==> src/rtl/nand_seq_pkg.sv <==
package nand_seq_pkg;

  // register offsets on the front end
  localparam logic [2:0] A_DATA = 3'd0;
  localparam logic [2:0] A_ADDR = 3'd1;
  localparam logic [2:0] A_CMD  = 3'd2;
  localparam logic [2:0] A_CTRL = 3'd3;
  localparam logic [2:0] A_CFG  = 3'd4;
  localparam logic [2:0] A_STAT = 3'd5;
  localparam logic [2:0] A_TIME = 3'd6;

  localparam int CE_BIT  = 5;
  localparam int RST_BIT = 2;

  typedef enum logic [2:0] {
    PH_IDLE, PH_SETUP, PH_PULSE, PH_HOLD, PH_WAIT
  } phase_t;

  typedef enum logic [1:0] {
    CY_CMD, CY_ADDR, CY_WDATA, CY_RDATA
  } cycle_t;

  // control -> datapath
  typedef struct packed {
    logic   accept;   // front-end access taken this clock
    logic   launch;   // access starts a bus cycle
    logic   capture;  // last clock of read pulse
    logic   pulse;    // strobe active
    logic   frame;    // setup, pulse or hold
    cycle_t kind;     // kind of the running cycle
  } seq_strobe_t;

endpackage

==> src/rtl/nand_seq_ctrl.sv <==
module nand_seq_ctrl
  import nand_seq_pkg::*;
#(
  parameter int FIELD_W = 4
) (
  input  logic                 clk,
  input  logic                 rstN,
  input  logic                 reqValid,
  input  logic                 reqWrite,
  input  logic [2:0]           reqAddr,
  input  logic [8*FIELD_W-1:0] timing,
  output logic                 reqReady,
  output logic                 busy,
  output seq_strobe_t          strobe
);

  localparam int SET_W = 4 * FIELD_W;

  phase_t              phase;
  cycle_t              kind;
  cycle_t              newKind;
  logic [FIELD_W-1:0]  cnt;
  logic                accept;
  logic                startsCycle;
  logic [SET_W-1:0]    curSet;
  logic [SET_W-1:0]    newSet;

  // field order inside one half: setup, hold, width, delay
  function automatic logic [SET_W-1:0] pickSet(input logic wr,
                                               input logic [8*FIELD_W-1:0] t);
    return wr ? t[8*FIELD_W-1:SET_W] : t[SET_W-1:0];
  endfunction

  assign reqReady    = (phase == PH_IDLE);
  assign busy        = (phase != PH_IDLE);
  assign accept      = reqValid && reqReady;
  assign startsCycle = accept && ((reqAddr == A_DATA) ||
                       (reqWrite && ((reqAddr == A_ADDR) || (reqAddr == A_CMD))));

  always_comb begin
    if (reqAddr == A_CMD)       newKind = CY_CMD;
    else if (reqAddr == A_ADDR) newKind = CY_ADDR;
    else if (reqWrite)          newKind = CY_WDATA;
    else                        newKind = CY_RDATA;
  end

  assign newSet = pickSet(newKind != CY_RDATA, timing);
  assign curSet = pickSet(kind != CY_RDATA, timing);

  always_ff @(posedge clk) begin
    if (!rstN) begin
      phase <= PH_IDLE;
      cnt   <= '0;
      kind  <= CY_CMD;
    end else begin
      unique case (phase)
        PH_IDLE: begin
          if (startsCycle) begin
            phase <= PH_SETUP;
            kind  <= newKind;
            cnt   <= newSet[FIELD_W-1:0];
          end
        end
        PH_SETUP: begin
          if (cnt == '0) begin
            phase <= PH_PULSE;
            cnt   <= curSet[3*FIELD_W-1:2*FIELD_W];
          end else begin
            cnt <= cnt - 1'b1;
          end
        end
        PH_PULSE: begin
          if (cnt == '0) begin
            phase <= PH_HOLD;
            cnt   <= curSet[2*FIELD_W-1:FIELD_W];
          end else begin
            cnt <= cnt - 1'b1;
          end
        end
        PH_HOLD: begin
          if (cnt != '0) begin
            cnt <= cnt - 1'b1;
          end else if (curSet[SET_W-1:3*FIELD_W] == '0) begin
            phase <= PH_IDLE;
          end else begin
            phase <= PH_WAIT;
            cnt   <= curSet[SET_W-1:3*FIELD_W] - 1'b1;
          end
        end
        PH_WAIT: begin
          if (cnt == '0) phase <= PH_IDLE;
          else           cnt   <= cnt - 1'b1;
        end
        default: phase <= PH_IDLE;
      endcase
    end
  end

  always_comb begin
    strobe.accept  = accept;
    strobe.launch  = startsCycle;
    strobe.capture = (phase == PH_PULSE) && (cnt == '0) && (kind == CY_RDATA);
    strobe.pulse   = (phase == PH_PULSE);
    strobe.frame   = (phase == PH_SETUP) || (phase == PH_PULSE) || (phase == PH_HOLD);
    strobe.kind    = kind;
  end

endmodule

==> src/rtl/nand_seq_dp.sv <==
module nand_seq_dp
  import nand_seq_pkg::*;
#(
  parameter int IO_W    = 8,
  parameter int FIELD_W = 4
) (
  input  logic                 clk,
  input  logic                 rstN,
  input  seq_strobe_t          strobe,
  input  logic                 reqWrite,
  input  logic [2:0]           reqAddr,
  input  logic [8*FIELD_W-1:0] reqWdata,
  input  logic [IO_W-1:0]      nandDataIn,
  input  logic                 nandRdy,
  output logic [8*FIELD_W-1:0] timing,
  output logic                 rspValid,
  output logic [8*FIELD_W-1:0] rspData,
  output logic                 nandCeN,
  output logic                 nandCle,
  output logic                 nandAle,
  output logic                 nandWeN,
  output logic                 nandReN,
  output logic [IO_W-1:0]      nandDataOut,
  output logic                 nandDataOe
);

  localparam int REG_W = 8 * FIELD_W;

  logic             ceOn;
  logic [REG_W-1:0] timingQ;
  logic [IO_W-1:0]  outByte;
  logic [REG_W-1:0] readVal;
  logic             isWriteKind;

  always_comb begin
    readVal = '0;
    case (reqAddr)
      A_CFG:   readVal[CE_BIT] = ceOn;
      A_STAT:  readVal[0]      = nandRdy;
      A_TIME:  readVal         = timingQ;
      default: readVal         = '0;
    endcase
  end

  always_ff @(posedge clk) begin
    if (!rstN) begin
      ceOn     <= 1'b0;
      timingQ  <= '0;
      outByte  <= '0;
      rspValid <= 1'b0;
      rspData  <= '0;
    end else begin
      rspValid <= 1'b0;
      if (strobe.accept && reqWrite) begin
        case (reqAddr)
          A_CFG:   ceOn    <= reqWdata[CE_BIT];
          A_TIME:  timingQ <= reqWdata;
          A_CTRL:  if (reqWdata[RST_BIT]) ceOn <= 1'b0;
          default: ;
        endcase
      end
      if (strobe.launch && reqWrite) outByte <= reqWdata[IO_W-1:0];
      if (strobe.accept && !reqWrite && (reqAddr != A_DATA)) begin
        rspValid <= 1'b1;
        rspData  <= readVal;
      end
      if (strobe.capture) begin
        rspValid <= 1'b1;
        rspData  <= {{(REG_W-IO_W){1'b0}}, nandDataIn};
      end
    end
  end

  assign isWriteKind = (strobe.kind != CY_RDATA);
  assign timing      = timingQ;
  assign nandCeN     = !ceOn;
  assign nandCle     = strobe.frame && (strobe.kind == CY_CMD);
  assign nandAle     = strobe.frame && (strobe.kind == CY_ADDR);
  assign nandWeN     = !(strobe.pulse && isWriteKind);
  assign nandReN     = !(strobe.pulse && !isWriteKind);
  assign nandDataOe  = strobe.frame && isWriteKind;
  assign nandDataOut = outByte;

endmodule

==> src/rtl/nand_strobe_seq.sv <==
module nand_strobe_seq
  import nand_seq_pkg::*;
#(
  parameter int IO_W    = 8,
  parameter int FIELD_W = 4
) (
  input  logic                 clk,
  input  logic                 rstN,
  input  logic                 reqValid,
  output logic                 reqReady,
  input  logic                 reqWrite,
  input  logic [2:0]           reqAddr,
  input  logic [8*FIELD_W-1:0] reqWdata,
  output logic                 rspValid,
  output logic [8*FIELD_W-1:0] rspData,
  output logic                 busy,
  output logic                 nandCeN,
  output logic                 nandCle,
  output logic                 nandAle,
  output logic                 nandWeN,
  output logic                 nandReN,
  output logic [IO_W-1:0]      nandDataOut,
  output logic                 nandDataOe,
  input  logic [IO_W-1:0]      nandDataIn,
  input  logic                 nandRdy
);

  seq_strobe_t          strobe;
  logic [8*FIELD_W-1:0] timing;

  nand_seq_ctrl #(.FIELD_W(FIELD_W)) i_ctrl (
    .clk      (clk),
    .rstN     (rstN),
    .reqValid (reqValid),
    .reqWrite (reqWrite),
    .reqAddr  (reqAddr),
    .timing   (timing),
    .reqReady (reqReady),
    .busy     (busy),
    .strobe   (strobe)
  );

  nand_seq_dp #(.IO_W(IO_W), .FIELD_W(FIELD_W)) i_dp (
    .clk         (clk),
    .rstN        (rstN),
    .strobe      (strobe),
    .reqWrite    (reqWrite),
    .reqAddr     (reqAddr),
    .reqWdata    (reqWdata),
    .nandDataIn  (nandDataIn),
    .nandRdy     (nandRdy),
    .timing      (timing),
    .rspValid    (rspValid),
    .rspData     (rspData),
    .nandCeN     (nandCeN),
    .nandCle     (nandCle),
    .nandAle     (nandAle),
    .nandWeN     (nandWeN),
    .nandReN     (nandReN),
    .nandDataOut (nandDataOut),
    .nandDataOe  (nandDataOe)
  );

endmodule

==> config.mk <==
export PLATFORM = sky130hd
export DESIGN_NAME = nand_strobe_seq
export DESIGN_NICKNAME = d
export VERILOG_FILES = /design/src/rtl/nand_seq_pkg.sv /design/src/rtl/nand_seq_ctrl.sv /design/src/rtl/nand_seq_dp.sv /design/src/rtl/nand_strobe_seq.sv
export SDC_FILE = /design/constraint.sdc
export NUM_CORES = 1
export LEC_CHECK = 0
export ABC_CLOCK_PERIOD_IN_PS = 2500
export BUFFER_PORTS_ARGS = -buffer_cell sky130_fd_sc_hd__buf_2
export CAP_MARGIN = 5
export CORE_ASPECT_RATIO = 0.9
export CORE_MARGIN = 2
export CORE_UTILIZATION = 53
export DETAILED_ROUTE_END_ITERATION = 7
export PLACE_DENSITY = 0.79
export SLEW_MARGIN = 20
export SYNTH_ARGS = -nofsm -noshare
export SYNTH_HDL_FRONTEND = slang
export SYNTH_SLANG_ARGS = --single-unit
==> constraint.sdc <==
create_clock -name clk -period 2.5 [get_ports clk]
set_input_delay 0.5 -clock clk [delete_from_list [all_inputs] [get_ports clk]]
set_output_delay 0.5 -clock clk [all_outputs]
set_load 0.1 [all_outputs]
==> results of run 1 <==
timing repair:
item | CTS | global route
pin swaps | 0 | 0
setup endpoints to repair | 1 | 2
resized for setup | 1 | 2
cells in the mapped netlist, types with 5 or more instances:
library cell,number
a21boi_0,36
a21oi_1,37
a22oi_1,7
inv_1,6
and2_1,5
nor3_1,7
nor2b_1,13
o21ai_0,12
nand3_1,27
dfxtp_1,83
buf_2,10
nand2_1,110
clkbuf_1,21
nor2_1,9
mux2i_1,15
kinds of logic (layout without fill, tap and decap cells):
logic type	after synthesis	count (layout)	share of synthesized area (%)
adder cells (fa/ha/maj)	2	2	0.6407
XOR/XNOR	4	4	0.8973
flip-flops	83	83	42.55
AND/OR/NAND/NOR	200	200	24.58
buffers and inverters	40	133	4.646
multiplexers	19	19	5.287
AO/OA/AOI/OAI	124	124	21.40
path summary, 6_finish.rpt:
kind	end	startpoint	slack (ps)
min reg2reg	i_dp.rspData[12]	i_dp.rspData[12]	450
max	nandCle	i_ctrl.phase[1]	80
max reg2reg	i_ctrl.cnt[2]	i_ctrl.kind[1]	190
min	i_dp.timing[26]	reqWdata[26]	380
metrics by stage:
stage | util [%] | setup TNS, ps
5_1_grt | 66.29 | 0
3_3_place_gp | 63.18 | 0
6_report | 66.29 | 0
3_5_place_dp | 63.18 | 0
4_1_cts | 66.22 | 0
2_1_floorplan | - | -1721
routing by layer:
| layer | track usage (%) | wire [um] | vias up |
|---|---|---|---|
| met5 | 0 | 0 | - |
| met4 | 7.642 | 124 | 0 |
| met3 | 5.684 | 767 | 17 |
| met2 | 41.75 | 4987 | 174 |
| met1 | 38.98 | 4835 | 1767 |
| li1 | - | - | 1828 |
sequential cells by signal (all words and copies together) (netlist names):
register          count
i_ctrl.cnt            4
i_ctrl.kind           2
i_ctrl.phase          3
i_dp.ceOn             1
i_dp.nandDataOut      8
i_dp.rspData         32
i_dp.rspValid         1
i_dp.timing          32
cell type report:
class	count	area (um^2)
timing repair buffer	111	598.1
tap	93	116.4
sequential	83	1662
fill	625	2397
multi-input combinational	349	2105
inverter	6	22.52
clock buffer	9	123.9
clock inverter	7	87.58
worst min-delay path, delay by kind of cell:
| kind | cells | cell delay (ps) |
|---|---|---|
| and+or+nand+nor | 1 | 40 |
| buffers and inverters | 1 | 90 |
| AOI/OAI and AO/OA | 1 | 60 |
power by group:
group / leakage [uW] / total, uW / internal, uW / switching (uW)
clock network: 0.0000988 / 1010 / 476 / 537
registers: 0.000670 / 1390 / 1350 / 39.9
logic: 0.00113 / 598 / 173 / 425
==> run_results.csv, run 1 <==
group,metric,value,unit
outcome,run_status,"complete, no violations",
floorplanning,die_w,94.48,um
cts,cts_max_level,3,
setup_path,cp.arrival,1920,ps
setup_path,cpPeakStageDelay,630,ps
sta,max_freq,412.6,MHz
place,dp_hpwl,7938,um
setup_path,cp-start-kind,"register",
setup_path,worstPathRequired,2000,ps
grt,grt_max_degree,33,
synthesis,yosys_warnings,0,
sta,setup_violations,0,
grt,antenna_found_initial,0,
place,place_area,4493,um^2
sta,whs,384.0,ps
sta,rsz0062_at_grt,"false",
routing,route.detailed.drc,0,
floorplanning,io_pins,97,
setup_path,critical-path-top-delay-family,"flip-flops",
setup_path,cp.depth,4,
cts,clock-sinks,83,
synthesis,seq_area_frac_synth,42.55,%
cts,postCtsHoldBufs,0,
power_and_ir_drop,p_per_area,636.3,nW/um^2
sta,slew_viol_final,0,
sta,min_period,2424,ps
layout,fin_cells,658,
flow_run,max_cap_violations,0,
floorplanning,core_region_area,7112,um^2
synthesis,synth.avg_cell_area,8.273,um^2
synthesis,synthTopCellsByArea,"dfxtp_1 (43%), nand2_1 (11%), a21boi_0 (6.9%)",
power_and_ir_drop,max-vdd-ir-drop,340.7,uV
place,dp_worst_setup_slack,224.7,ps
routing,wirelength,10710,um
synthesis,async_reset_ff_share,0,%
floorplanning,die_area,8071,um^2
power_and_ir_drop,totalPowerFinal,3000,uW
grt,grt_pass1_vias,3474,
synthesis,yosysTopAreaCell,"dfxtp_1",
hold_path,min_path_type,"in -> reg",
synthesis,synthDominantCellAreaShare,42.55,%
routing,vias,3786,
cts,cts_root_buf,"clkbuf_8",
setup_path,worst-setup-path-type,"reg -> out",
sta,fin_ws,76.19,ps
cts,cts_tree,"built",
synthesis,syn_inst,472,
synthesis,synth-edff-count,0,
place,dpl.cell_count,642,
setup_path,cp_num_buf_inv,2,
sta,worst_slew_pin_slew,643.3,ps
layout,drive_gt1_share,25.84,%
floorplanning,die_h,85.43,um
cts,clk_latency,360,ps
power_and_ir_drop,p_leak,0.001903,uW
synthesis,synth_nets,522,
setup_path,crit_path_end_kind,"output port",
routing,dr.pass1.iters,5,
grt,gr-total-overflow,0,
grt,grt_pass1_wl,17260,um
layout,area_delta_synth_final,20.73,%
sta,skew,8.537,ps
place,place.gp.congestion,0.9139,
sta,period_share,96.95,%
setup_path,path_cells,"nor2_1 -> buf_4 -> nor4_4 -> clkbuf_4",
setup_path,cp_slowest_cell,"dfxtp_1",
cts,clockBufferDepth,2,
setup_path,r2r_cells,7,
layout,layout.cells.most_common_list,"nand2_1 (108), buf_2 (94), dfxtp_1 (83)",
synthesis,synthesis.area,3905,um^2
sta,relSlewSlack,56.01,%
synthesis,synth_seq_cells,83,
routing,routedWlPerCell,16.28,um
routing,drt_iter0_markers,248,
synthesis,synth_cell_types,55,
grt,globalRouteTotalUtil,27.24,%
routing,vias_per_cell,5.754,
layout,final_nets,610,
layout,finalInstanceArea,4715,um^2
cts,cts_buffers,9,
cts,cts_setup_buffers,0,
place,io_buffer_count,96,
setup_path,path_max_fanout,13,
sta,finalHoldViolCount,0,
hold_path,hold_depth,3,
layout,diodes,0,
floorplanning,num_rows,29,
cts,clkTransAtPathRegs,90,ps
floorplanning,start_util,54.91,%
layout,final_common_cell,"nand2_1",
routing,ant_nets,0,
synthesis,synthFlopType,"dfxtp_1",
(Power assumes the default switching activity.)
==> run 2: changes to the inputs <==
--- a/config.mk
+++ b/config.mk
@@ -5,14 +5,13 @@
 export SDC_FILE = /design/constraint.sdc
 export NUM_CORES = 1
 export LEC_CHECK = 0
-export ABC_CLOCK_PERIOD_IN_PS = 2500
+export ABC_CLOCK_PERIOD_IN_PS = 2900
 export BUFFER_PORTS_ARGS = -buffer_cell sky130_fd_sc_hd__buf_2
 export CAP_MARGIN = 5
 export CORE_ASPECT_RATIO = 0.9
 export CORE_MARGIN = 2
-export CORE_UTILIZATION = 53
+export CORE_UTILIZATION = 40
 export DETAILED_ROUTE_END_ITERATION = 7
-export PLACE_DENSITY = 0.79
 export SLEW_MARGIN = 20
 export SYNTH_ARGS = -nofsm -noshare
 export SYNTH_HDL_FRONTEND = slang
==> constraint.sdc (replaced) <==
create_clock -name clk -period 2.9 [get_ports clk]
set_input_delay 0.58 -clock clk [delete_from_list [all_inputs] [get_ports clk]]
set_output_delay 0.58 -clock clk [all_outputs]
set_load 0.1 [all_outputs]
==> run 2 against run 1 <==
First-iteration DRC count is 29% lower; sequential share of layout area up 0.30 points; register-to-register slack improved by 430 ps; largest cell class unchanged; global-route usage is 6.3 points lower; critical path depth decreased by 1; via count down 3.2%; critical path type unchanged.
==> run_results.csv, run 2 (synthesis results as in run 1) <==
group,metric,value,unit
layout,drive_gt1_share,24.46,%
hold_path,min_path_type,"reg -> reg",
floorplanning,die_w,108.2,um
routing,route.detailed.drc,0,
sta,relSlewSlack,55.14,%
setup_path,critical-path-top-delay-family,"flip-flops",
cts,cts_buffers,9,
setup_path,cpPeakStageDelay,620,ps
routing,dr.pass1.iters,4,
floorplanning,core_region_area,9572,um^2
setup_path,cp.arrival,1970,ps
setup_path,cp_num_buf_inv,1,
sta,period_share,88.07,%
layout,layout.cells.most_common_list,"nand2_1 (110), buf_2 (96), dfxtp_1 (83)",
layout,area.sequential,1662,um^2
power_and_ir_drop,p_per_area,540.3,nW/um^2
sta,setup_violations,0,
setup_path,path_cells,"nor2_1 -> nor4b_2 -> buf_2",
cts,clk_latency,360,ps
power_and_ir_drop,totalPowerFinal,2525,uW
grt,grt_max_degree,40,
cts,clockBufferDepth,2,
routing,ant_nets,0,
floorplanning,num_rows,34,
layout,post-route-util,48.84,%
sta,worst_slew_pin_slew,655.9,ps
cts,cts_setup_buffers,0,
sta,slew_viol_final,0,
setup_path,cp-start-kind,"register",
setup_path,path_max_fanout,13,
power_and_ir_drop,p_leak,0.001867,uW
flow_run,max_cap_violations,0,
setup_path,crit_path_end_kind,"output port",
grt,gr-total-overflow,0,
layout,final_nets,606,
place,place_area,4484,um^2
layout,multi_input_area,2079,um^2
sta,min_period,2554,ps
cts,cts_max_level,3,
routing,drt_iter0_markers,175,
routing,vias_per_cell,5.343,
grt,globalRouteTotalUtil,20.94,%
routing,vias,3665,
layout,area_delta_synth_final,19.71,%
floorplanning,io_pins,97,
grt,grt_pass1_wl,17370,um
place,place.gp.congestion,0.8947,
outcome,run_status,"complete, no violations",
sta,finalHoldViolCount,0,
layout,n_fill_cell,997,
layout,finalInstanceArea,4674,um^2
grt,antenna_found_initial,0,
hold_path,hold_depth,2,
setup_path,cp_slowest_cell,"dfxtp_1",
place,dp_hpwl,7927,um
setup_path,r2r_cells,7,
sta,max_freq,391.5,MHz
cts,clkTransAtPathRegs,90,ps
cts,postCtsHoldBufs,0,
cts,cts_tree,"built",
floorplanning,start_util,40.80,%
power_and_ir_drop,max-vdd-ir-drop,264.2,uV
cts,ctsResizeCount,0,
layout,diodes,0,
sta,skew,14.48,ps
cts,clock-sinks,83,
setup_path,r2r_setup_slack,620,ps
layout,final_common_cell,"nand2_1",
place,io_buffer_count,96,
sta,rsz0062_at_grt,"false",
routing,wirelength,10760,um
setup_path,cp.depth,3,
setup_path,worst-setup-path-type,"reg -> out",
grt,grt_pass1_vias,3391,
floorplanning,die_h,97.74,um
floorplanning,die_area,10570,um^2
routing,routedWlPerCell,15.69,um
setup_path,worstPathRequired,2320,ps
cts,cts_root_buf,"clkbuf_8",
run 2: per-layer routing:
metal / track usage, % / part of all wire, % / up-vias
li1: - / - / 1818
met1: 30.58 / 48 / 1727
met2: 31.06 / 46 / 111
met3: 4.072 / 5.9 / 9
met4: 6.706 / 1.0 / 0
met5: 0 / 0 / -
run 2: path summary, 6_finish.rpt:
check / to / startpoint
worst min register to register: i_dp.rspData[21] / i_dp.rspData[21]
worst max-delay path: nandAle / i_ctrl.phase[1]
worst min-delay path: i_dp.rspData[21] / i_dp.rspData[21]
worst max register to register: i_ctrl.cnt[2] / i_ctrl.kind[1]
run 2: area by class of cell:
| cell class | count | area share, % |
|---|---|---|
| clock buffer | 10 | 2.730 |
| clock inverter | 5 | 1.338 |
| inverter | 6 | 0.4818 |
| multi-input combinational | 349 | 44.49 |
| sequential | 83 | 35.55 |
| tap | 126 | 3.373 |
| timing repair buffer | 107 | 12.04 |
run 2: through the flow:
stage,worst slack (ps),hold slack [ps],std cells,setup TNS (ps)
detailed placement,447.6,443.0,671,0
CTS,338.5,456.6,686,0
global placement,521.1,440.1,671,0
finish,345.9,453.0,686,0
floorplan,-107.9,445.3,472,-242.3
global route,193.5,457.7,686,0
run 2: worst register-to-register path: cells and delay by family, from the launching register on:
kind                       cells  cell delay, ps
AOI/OAI and AO/OA              3             860
DFF                            1             510
and+or+nand+nor                1             300
muxes                          1             210
adders and majority gates      1             210
xor gates and xnor gates       1              90
run 2: power by group:
| part | switching, uW | internal (uW) | total (uW) |
|---|---|---|---|
| Combinational | 359 | 137 | 496 |
| Sequential | 33.6 | 1160 | 1200 |
| Clock | 434 | 398 | 833 |
| Total | 827 | 1700 | 2530 |
